## src/rtl/pfwp_pkg.sv

```systemverilog
package pfwp_pkg;
   typedef enum logic [2:0] {
      PS_UNPOWERED = 3'd0,
      PS_LOCKOUT   = 3'd1,
      PS_ONLINE    = 3'd2,
      PS_DRAIN     = 3'd3,
      PS_GUARD     = 3'd4
   } pwr_state_e;
endpackage

```

## src/rtl/pfwp_tick_timer.sv

```systemverilog
module pfwp_tick_timer #(
   parameter int LIMIT = 100
) (
   input  logic clk,
   input  logic rst_n,
   input  logic run,
   input  logic tick,
   output logic expire
);
   localparam int CW = (LIMIT > 1) ? $clog2(LIMIT) : 1;
   localparam logic [CW-1:0] LAST = CW'(LIMIT - 1);

   logic [CW-1:0] cnt;

   assign expire = run & tick & (cnt == LAST);

   always_ff @(posedge clk or negedge rst_n) begin
      if (!rst_n)              cnt <= '0;
      else if (!run || expire) cnt <= '0;
      else if (tick)           cnt <= cnt + 1'b1;
   end


   cnt_in_range_chk: assert property (@(posedge clk) disable iff (!rst_n)
      int'(cnt) < LIMIT);

   idle_clear_chk: assert property (@(posedge clk) disable iff (!rst_n)
      !run |=> cnt == '0);
endmodule

```

## src/rtl/pfwp_seq.sv

```systemverilog
module pfwp_seq
   import pfwp_pkg::*;
#(
   parameter int WPT_TICKS = 100,
   parameter int CER_TICKS = 100000
) (
   input  logic       clk,
   input  logic       rst_n,
   input  logic       ref_tick,
   input  logic       below_pfd,
   input  logic       ce_n,
   output pwr_state_e state,
   output logic       allow
);
   pwr_state_e nxt;
   logic lock_done, drain_done;

   pfwp_tick_timer #(.LIMIT(CER_TICKS)) u_lock_tmr (
      .clk(clk), .rst_n(rst_n), .run(state == PS_LOCKOUT),
      .tick(ref_tick), .expire(lock_done));

   pfwp_tick_timer #(.LIMIT(WPT_TICKS)) u_drain_tmr (
      .clk(clk), .rst_n(rst_n), .run(state == PS_DRAIN),
      .tick(ref_tick), .expire(drain_done));

   always_comb begin
      nxt = state;
      unique case (state)
         PS_UNPOWERED: if (!below_pfd) nxt = PS_LOCKOUT;
         PS_LOCKOUT: begin
            if (below_pfd)      nxt = PS_GUARD;
            else if (lock_done) nxt = PS_ONLINE;
         end
         PS_ONLINE: if (below_pfd) nxt = ce_n ? PS_GUARD : PS_DRAIN;
         PS_DRAIN:  if (ce_n || drain_done) nxt = PS_GUARD;
         PS_GUARD:  if (!below_pfd) nxt = PS_LOCKOUT;
         default:   nxt = PS_GUARD;
      endcase
   end

   always_ff @(posedge clk or negedge rst_n) begin
      if (!rst_n) state <= PS_UNPOWERED;
      else        state <= nxt;
   end

   assign allow = (state == PS_ONLINE) || (state == PS_DRAIN);


   online_entry_chk: assert property (@(posedge clk) disable iff (!rst_n)
      (state == PS_ONLINE && $past(state) != PS_ONLINE) |-> $past(state) == PS_LOCKOUT);

   drain_entry_chk: assert property (@(posedge clk) disable iff (!rst_n)
      (state == PS_ONLINE && below_pfd && !ce_n) |=> state == PS_DRAIN);

   idle_fail_chk: assert property (@(posedge clk) disable iff (!rst_n)
      (state == PS_ONLINE && below_pfd && ce_n) |=> state == PS_GUARD);

   drain_cutoff_chk: assert property (@(posedge clk) disable iff (!rst_n)
      (state == PS_DRAIN && drain_done) |=> state == PS_GUARD);

   lock_abort_chk: assert property (@(posedge clk) disable iff (!rst_n)
      (state == PS_LOCKOUT && below_pfd) |=> state == PS_GUARD);
endmodule

```

## src/rtl/pfwp_bat.sv

```systemverilog
module pfwp_bat #(
   parameter bit ISOLATE_UNTIL_POWER = 1'b1
) (
   input  logic clk,
   input  logic rst_n,
   input  logic below_pfd,
   input  logic below_sw,
   output logic powered_once,
   output logic bat_on
);
   always_ff @(posedge clk or negedge rst_n) begin
      if (!rst_n)          powered_once <= 1'b0;
      else if (!below_pfd) powered_once <= 1'b1;
   end

   generate
      if (ISOLATE_UNTIL_POWER) begin : g_isolated
         always_ff @(posedge clk or negedge rst_n) begin
            if (!rst_n) bat_on <= 1'b0;
            else        bat_on <= powered_once & below_sw;
         end
      end else begin : g_direct
         always_ff @(posedge clk or negedge rst_n) begin
            if (!rst_n) bat_on <= 1'b0;
            else        bat_on <= below_sw;
         end
      end
   endgenerate


   bat_follows_chk: assert property (@(posedge clk) disable iff (!rst_n)
      bat_on |-> $past(below_sw));

   sticky_power_chk: assert property (@(posedge clk) disable iff (!rst_n)
      powered_once |=> powered_once);
endmodule

```

## src/rtl/pfwp_gate.sv

```systemverilog
module pfwp_gate (
   input  logic allow,
   input  logic ce_n,
   input  logic we_n,
   input  logic oe_n,
   output logic mem_sel,
   output logic mem_wr,
   output logic dq_oe
);
   assign mem_sel = allow & ~ce_n;
   assign mem_wr  = mem_sel & ~we_n;
   assign dq_oe   = mem_sel & ~oe_n & we_n;
endmodule

```

## src/rtl/pfwp_ctrl.sv

```systemverilog
module pfwp_ctrl
   import pfwp_pkg::*;
#(
   parameter int WPT_TICKS = 100,
   parameter int CER_TICKS = 100000,
   parameter bit ISOLATE_UNTIL_POWER = 1'b1
) (
   input  logic clk,
   input  logic rst_n,
   input  logic ref_tick,
   input  logic below_pfd,
   input  logic below_sw,
   input  logic ce_n,
   input  logic we_n,
   input  logic oe_n,
   output logic mem_sel,
   output logic mem_wr,
   output logic dq_oe,
   output logic bat_on
);
   pwr_state_e state;
   logic       allow;
   logic       powered_once;

   initial begin
      assert (WPT_TICKS >= 1) else $error("WPT_TICKS must be at least 1");
      assert (CER_TICKS >= 1) else $error("CER_TICKS must be at least 1");
   end

   pfwp_seq #(.WPT_TICKS(WPT_TICKS), .CER_TICKS(CER_TICKS)) u_seq (
      .clk(clk), .rst_n(rst_n), .ref_tick(ref_tick), .below_pfd(below_pfd),
      .ce_n(ce_n), .state(state), .allow(allow));

   pfwp_bat #(.ISOLATE_UNTIL_POWER(ISOLATE_UNTIL_POWER)) u_bat (
      .clk(clk), .rst_n(rst_n), .below_pfd(below_pfd), .below_sw(below_sw),
      .powered_once(powered_once), .bat_on(bat_on));

   pfwp_gate u_gate (
      .allow(allow), .ce_n(ce_n), .we_n(we_n), .oe_n(oe_n),
      .mem_sel(mem_sel), .mem_wr(mem_wr), .dq_oe(dq_oe));


   no_sel_before_power_chk: assert property (@(posedge clk) disable iff (!rst_n)
      mem_sel |-> powered_once);

   quiet_when_guarded_chk: assert property (@(posedge clk) disable iff (!rst_n)
      (mem_wr || dq_oe) |-> (state == PS_ONLINE || state == PS_DRAIN));

   no_contention_chk: assert property (@(posedge clk) disable iff (!rst_n)
      !(mem_wr && dq_oe));
endmodule

```

## config.mk

```make
export PLATFORM = sky130hd
export DESIGN_NAME = pfwp_ctrl
export DESIGN_NICKNAME = d
export VERILOG_FILES = /design/src/rtl/pfwp_pkg.sv /design/src/rtl/pfwp_tick_timer.sv /design/src/rtl/pfwp_seq.sv /design/src/rtl/pfwp_bat.sv /design/src/rtl/pfwp_gate.sv /design/src/rtl/pfwp_ctrl.sv
export SDC_FILE = /design/constraint.sdc
export NUM_CORES = 1
export LEC_CHECK = 0
export BUFFER_PORTS_ARGS = -buffer_cell sky130_fd_sc_hd__buf_2
export CELL_PAD_IN_SITES_DETAIL_PLACEMENT = 0
export CELL_PAD_IN_SITES_GLOBAL_PLACEMENT = 1
export CORE_ASPECT_RATIO = 0.75
export CORE_MARGIN = 8
export CORE_UTILIZATION = 45
export CTS_CLUSTER_SIZE = 14
export DETAILED_ROUTE_END_ITERATION = 16
export PLACE_DENSITY_LB_ADDON = 0.1
export SLEW_MARGIN = 40
export SYNTH_ARGS = -nofsm -noshare
export SYNTH_HDL_FRONTEND = slang
export SYNTH_SLANG_ARGS = --single-unit
```

## constraint.sdc

```tcl
create_clock -name clk -period 2.09 [get_ports clk]
set_input_delay 0.1045 -clock clk [delete_from_list [all_inputs] [get_ports clk]]
set_output_delay 0.1045 -clock clk [all_outputs]
set_load 0.01 [all_outputs]
```

==> results by group, run 1 <==
Yosys
  – Synth cell count leaders: nor2_1, dfrtp_1, xnor2_1
  – Syn. warnings: 0
  – Post-synthesis async set-or-reset flop share: 100.0%
  – Flops & latches, synth: 29
  – Yosys cell types: 36
  – Post-Syn Nets: 164
  – Post-synth top area cell: dfrtp_1
  – Post-synth EDFFs: 0
  – Syn_area_per_cell: 9.831 µm²
  – Most common cell in the netlist: nor2_1
  – Synth area leaders: dfrtp_1, xnor2_1, nor2_1
  – Register area share after synthesis: 47.93%
  – Synth Instances: 154
  – Post-synth top flop: dfrtp_1
  – Yosys top cell area share: 47.93%
  – Cell area after synthesis: 0.001514 mm²

Cells and area
  – Final core occ: 53.43%
  – Antenna diode count: 0
  – Nets@finish: 183
  – Share of post-route cells with drive strength above 1: 16.67%
  – FILL cells: 315
  – Area growth from synthesis to layout: 14.46%

Clock tree
  – CTS Buf Count: 5
  – Clock Path Buffers: 2
  – Worst-path clk slew: 0.06 ns
  – Clk sinks: 29
  – Number of setup buffers added after CTS: 0
  – # hold bufs at CTS: 1
  – CTS tree: yes
  – CTS Root Cell: clkbuf_8
  – Skew-Pair Late Insertion Delay: 0.28 ns
  – Htree depth: 2
  – Post-CTS sizing: 0

Setup path
  – Crit-path max FO: 15
  – Max incr delay on CP: 0.47 ns
  – CP Data Arrival Time: 2.00 ns
  – CP max stage cell: or4_4
  – Worst Path Required: 2.25 ns
  – CP endpoint kind: register
  – Startpoint Class: register
  – Family with the most delay on the worst path: simple AND/OR/NAND/NOR gates
  – Worst-path cell chain: ha_1 -> nand4_4 -> or4_4 -> o21ai_4 -> buf_4 -> nor2_1
  – Buffers & Inverters on Critical Path: 1
  – CP Class: reg2reg

Placement
  – GP Congestion: 0.7920
  – Post-DP HPWL: 2157 µm
  – Port Buffers: 11
  – Post-Place Worst Slack: 0.2391 ns

Global routing
  – Global route total overflow: 0
  – All-Layer GR Usage: 11.87%
  – Vias in the first global route: 1158
  – Antenna violations before repair: 0
  – Largest net degree at the start of global routing: 30
  – First-pass GRT wire length: 5278 µm

Floorplan
  – Initial Utilization: 46.68%
  – Die width: 82.98 µm
  – Core area: 0.003243 mm²
  – Number of I/O pins: 12
  – Core Rows: 18
  – Die height: 66.23 µm
  – Area of the die: 0.005495 mm²

Pwr
  – Power after layout: 1.433 mW
  – Pwr per Cell Area: 827.2 mW/mm²
  – Peak supply drop: 0.3389 mV
  – Pleak: 0.6833 nW

Timing
  – Crit path time final: 1.840 ns
  – Unrepaired setup endpoints after global routing: false
  – Period utilization: 88.04%
  – Slew headroom: 58.08%
  – Post-route setup TNS: 0 ns
  – Pins over their slew limit: 0
  – Final setup violation count: 0
  – Max frequency: 543.5 MHz
  – Clock Skew: 0.005666 ns
  – Final worst slack: 0.2499 ns
  – Slew @ Worst Pin: 0.6288 ns
  – Final hold vios: 0

Drt
  – Drt first pass iters: 4
  – Drt drc: 0
  – Vias/cell: 5.327
  – Wire length per cell: 13.68 µm
  – Final antenna-violating net count: 0
  – Via count: 1140
  – DRT iter0 DRCs: 44
  – Wirelength, routed: 2928 µm

Outcome
  – Outcome: complete, no violations

Flow run
  – Max-Cap Viols: 0

Min path
  – Worst Hold Class: in2reg
## report_power, final
group / leakage (nW) / internal [mW] / switching (mW)
sequential: 0.393 / 0.603 / 0.0570
clock: 0.0542 / 0.297 / 0.200
combinational: 0.236 / 0.120 / 0.157
total: 0.683 / 1.02 / 0.414
## cells by family (layout without fill, tap and decap cells)
group                    count (synthesis)  in the layout  share of synthesized area, %
AND/OR/NAND/NOR                         79             79                         27.60
flip-flops                              29             29                         47.93
multiplexers                             4              4                         2.645
adder cells (fa/ha/maj)                  2              2                         1.653
XOR/XNOR                                20             20                         11.57
buffers and inverters                    7             27                         2.313
AO/OA/AOI/OAI                           13             13                         6.282
## metrics by stage
| stage | area, µm² | cells | hold slack, ns |
|---|---|---|---|
| after floorplan | 1514 | 154 | -0.1911 |
| after global placement | 1622 | 205 | 0.1615 |
| after CTS | 1733 | 214 | 0.03080 |
| after global routing | 1733 | 214 | 0.04351 |
| after detailed placement | 1622 | 205 | 0.1657 |
| final | 1733 | 214 | 0.03645 |
## state kept, by name, summed over array words and instances, names as in the netlist
name                   count
u_seq.state                3
u_bat.bat_on               1
u_seq.u_drain_tmr.cnt      7
u_seq.u_lock_tmr.cnt      17
u_bat.powered_once         1
## worst reg2reg max path: stages (launching register included)
cell and delay, ns:
dfrtp_1 0.40, ha_1 0.24, nand4_4 0.17, or4_4 0.47
o21ai_4 0.15, buf_4 0.22, nor2_1 0.07
## cell usage in the layout, fill, tap and decap left out, types with 2 or more instances in the layout
cell      netlist  layout
nor4_1          6       6
xor2_1          6       6
nor2_1         32      32
xnor2_1        14      14
dfrtp_1        29      29
mux2i_1         4       4
buf_2           1      11
o21ai_0         2       2
clkbuf_8        0       7
nor2b_1         2       2
nand3_1         5       5
nor3b_1         2       2
nand2_1        11      11
inv_1           4       4
buf_4           0       3
nor3_1          4       4
ha_1            2       2
nand4_1         7       7
a21oi_1         4       4
## layout make-up
type | instances | area [µm²] | area share [%]
clock buffers | 7 | 96.34 | 5.560
clock inverters | 1 | 5.005 | 0.2888
inverters | 4 | 15.01 | 0.8664
multi-input cells | 118 | 753.2 | 43.47
flip-flops and latches | 29 | 725.7 | 41.88
well taps | 40 | 50.05 | 2.888
repair buffers | 15 | 87.58 | 5.054
## routing by layer
metal  vias up  global-route usage, %  share of wire, %
met5         -                      0                 0
met4         0                  5.240               1.3
met3         4                  3.818               3.3
met2        12                  17.91                43
met1       552                  15.25                52
li1        572                      -                 -
## path summary, 6_finish.rpt
path                       slack [ns]                                   end                                 from  cells past startpoint
setup / recovery                 0.25   u_seq.u_lock_tmr.cnt[6]$_DFFE_PN0P_  u_seq.u_lock_tmr.cnt[0]$_DFFE_PN0P_                      6
hold / removal                   0.04                u_bat.bat_on$_DFF_PN0_                             below_sw                      2
setup reg to reg                 0.25   u_seq.u_lock_tmr.cnt[6]$_DFFE_PN0P_  u_seq.u_lock_tmr.cnt[0]$_DFFE_PN0P_                      6
hold reg to reg                  0.48        u_bat.powered_once$_DFFE_PN0N_       u_bat.powered_once$_DFFE_PN0N_                      1
max in group asynchronous        1.30  u_seq.u_lock_tmr.cnt[12]$_DFFE_PN0P_                                rst_n                      2
min in group asynchronous        0.38  u_seq.u_drain_tmr.cnt[3]$_DFFE_PN0P_                                rst_n                      2
Power figures use the tool's default switching activity.
==> run 2, diff against run 1 <==
==> constraint.sdc (replaced) <==
create_clock -name clk -period 2.09 [get_ports clk]
set_input_delay 0.209 -clock clk [delete_from_list [all_inputs] [get_ports clk]]
set_output_delay 0.209 -clock clk [all_outputs]
set_load 0.01 [all_outputs]
==> run 2 against run 1 <==
Effect of this change:
- register-to-register slack barely moved
- power down 2.0%
- global-route usage increased by 0.33 points
- critical path type unchanged
==> results by group, run 2 (synthesis gave the netlist of run 1 again) <==
Floorplan
  – Core Rows: 18
  – Area of the die: 0.005495 mm²
  – Core area: 0.003243 mm²
  – Die height: 66.23 µm
  – Die width: 82.98 µm
  – Initial Utilization: 46.68%
  – Number of I/O pins: 12

Drt
  – Final antenna-violating net count: 0
  – Drt first pass iters: 4
  – Via count: 1125
  – Vias/cell: 5.257
  – Routed wl met2: 1280 µm
  – Met3 wire len: 103 µm
  – DRT iter0 DRCs: 76
  – Wirelength, routed: 3073 µm
  – Wire length per cell: 14.36 µm
  – Drt drc: 0
  – WL met1: 1633 µm
  – Highest metal used: met4

Setup path
  – CP Data Arrival Time: 2.01 ns
  – CP max stage cell: or4_4
  – Crit-path max FO: 15
  – Worst-path cell chain: ha_1 -> nand4_4 -> or4_4 -> o21ai_4 -> buf_4 -> nor2_1
  – CP endpoint kind: register
  – Max incr delay on CP: 0.47 ns
  – Worst Path Required: 2.25 ns
  – Family with the most delay on the worst path: simple AND/OR/NAND/NOR gates
  – Startpoint Class: register
  – CP Class: reg2reg
  – Buffers & Inverters on Critical Path: 1

Clock tree
  – Htree depth: 2
  – Post-CTS sizing: 0
  – CTS Buf Count: 5
  – Worst-path clk slew: 0.06 ns
  – Skew-Pair Late Insertion Delay: 0.28 ns
  – Clk sinks: 29
  – # hold bufs at CTS: 1
  – CTS Root Cell: clkbuf_8
  – Clock Path Buffers: 2
  – Number of setup buffers added after CTS: 0
  – CTS tree: yes

Cells and area
  – Final core occ: 53.20%
  – Reg with most FFs: u_seq.u_lock_tmr.cnt
  – Share of post-route cells with drive strength above 1: 16.09%
  – Commonest non-fill, non-tap cells in the layout: nor2_1, dfrtp_1, xnor2_1, nand2_1, buf_2
  – Finished Cell Area: 0.001725 mm²
  – Non-Filler Instances: 214
  – Commonest non-fill, non-tap cell in the layout: nor2_1
  – Nets@finish: 184
  – Antenna diode count: 0
  – Max reg flops: 17
  – Biggest regs: u_seq.u_lock_tmr.cnt: 17 flops, u_seq.u_drain_tmr.cnt: 7 flops, u_seq.state: 3 flops
  – Area growth from synthesis to layout: 13.97%

Placement
  – GP Congestion: 0.7971
  – Placed cell count: 206
  – Cell Area, Placed: 0.001629 mm²
  – Port Buffers: 11
  – Post-Place Worst Slack: 0.2380 ns
  – Post-DP HPWL: 2169 µm

Pwr
  – Switching pwr: 420.1 µW
  – Comb pwr share: 20.3%
  – Pwr per Cell Area: 813.9 mW/mm²
  – Clock power frac: 32.6%
  – Power after layout: 1.404 mW
  – Sequential fraction of design power: 47.1%
  – Peak supply drop: 0.4789 mV
  – Switching share of power: 29.91%
  – Internal: 984.3 µW
  – Pleak: 0.6782 nW

Timing
  – Period utilization: 88.45%
  – Slew @ Worst Pin: 0.6330 ns
  – Post-route setup TNS: 0 ns
  – Unrepaired setup endpoints after global routing: false
  – Final hold vios: 0
  – Hold Slack: 0.1432 ns
  – Final worst slack: 0.2415 ns
  – Final setup violation count: 0
  – Pins over their slew limit: 0
  – Clock Skew: 0.006746 ns
  – Crit path time final: 1.849 ns
  – Max frequency: 541.0 MHz
  – Slew headroom: 57.80%

Global routing
  – Global route total overflow: 0
  – Antenna violations before repair: 0
  – All-Layer GR Usage: 12.20%
  – Largest net degree at the start of global routing: 30
  – First-pass GRT wire length: 5354 µm
  – Vias in the first global route: 1129

Flow run
  – Max-Cap Viols: 0

Min path
  – Worst Hold Class: in2reg

Outcome
  – Outcome: complete, no violations
## run 2: final cells by class
class	instances	area [µm²]
well taps	40	50.05
repair buffers	16	95.09
clock buffers	7	86.33
multi-input cells	118	753.2
inverters	4	15.01
fillers	292	1518
flip-flops and latches	29	725.7
## run 2: power by group through the flow
stage | Sequential [mW] | Combinational [mW] | Clock (mW)
floorplan | 0.657 | 0.218 | 0
detailed placement | 0.671 | 0.285 | 0
global route | 0.670 | 0.320 | 0.506
finish | 0.661 | 0.285 | 0.458
CTS | 0.660 | 0.288 | 0.477
global placement | 0.669 | 0.276 | 0
## run 2: worst reg2reg max path, cell delays in order (launching register included)
cell	delay [ns]
dfrtp_1	0.40
ha_1	0.23
nand4_4	0.17
or4_4	0.47
o21ai_4	0.15
buf_4	0.23
nor2_1	0.07
## run 2: path summary, 6_finish.rpt
kind,startpoint,to,slack (ns),cells after the start
worst max-delay path,u_seq.u_lock_tmr.cnt[0]$_DFFE_PN0P_,u_seq.u_lock_tmr.cnt[8]$_DFFE_PN0P_,0.24,6
worst min-delay path,below_sw,u_bat.bat_on$_DFF_PN0_,0.14,2
worst max register to register,u_seq.u_lock_tmr.cnt[0]$_DFFE_PN0P_,u_seq.u_lock_tmr.cnt[8]$_DFFE_PN0P_,0.24,6
worst min register to register,u_bat.powered_once$_DFFE_PN0N_,u_bat.powered_once$_DFFE_PN0N_,0.46,1
max in group asynchronous,rst_n,u_seq.u_lock_tmr.cnt[8]$_DFFE_PN0P_,1.18,2
min in group asynchronous,rst_n,u_seq.u_lock_tmr.cnt[9]$_DFFE_PN0P_,0.50,2
## run 2: layer usage
layer	up-vias	global-route usage [%]
met5	-	0
met4	0	6.550
met3	6	3.941
met2	16	17.42
met1	530	16.00
li1	573	-
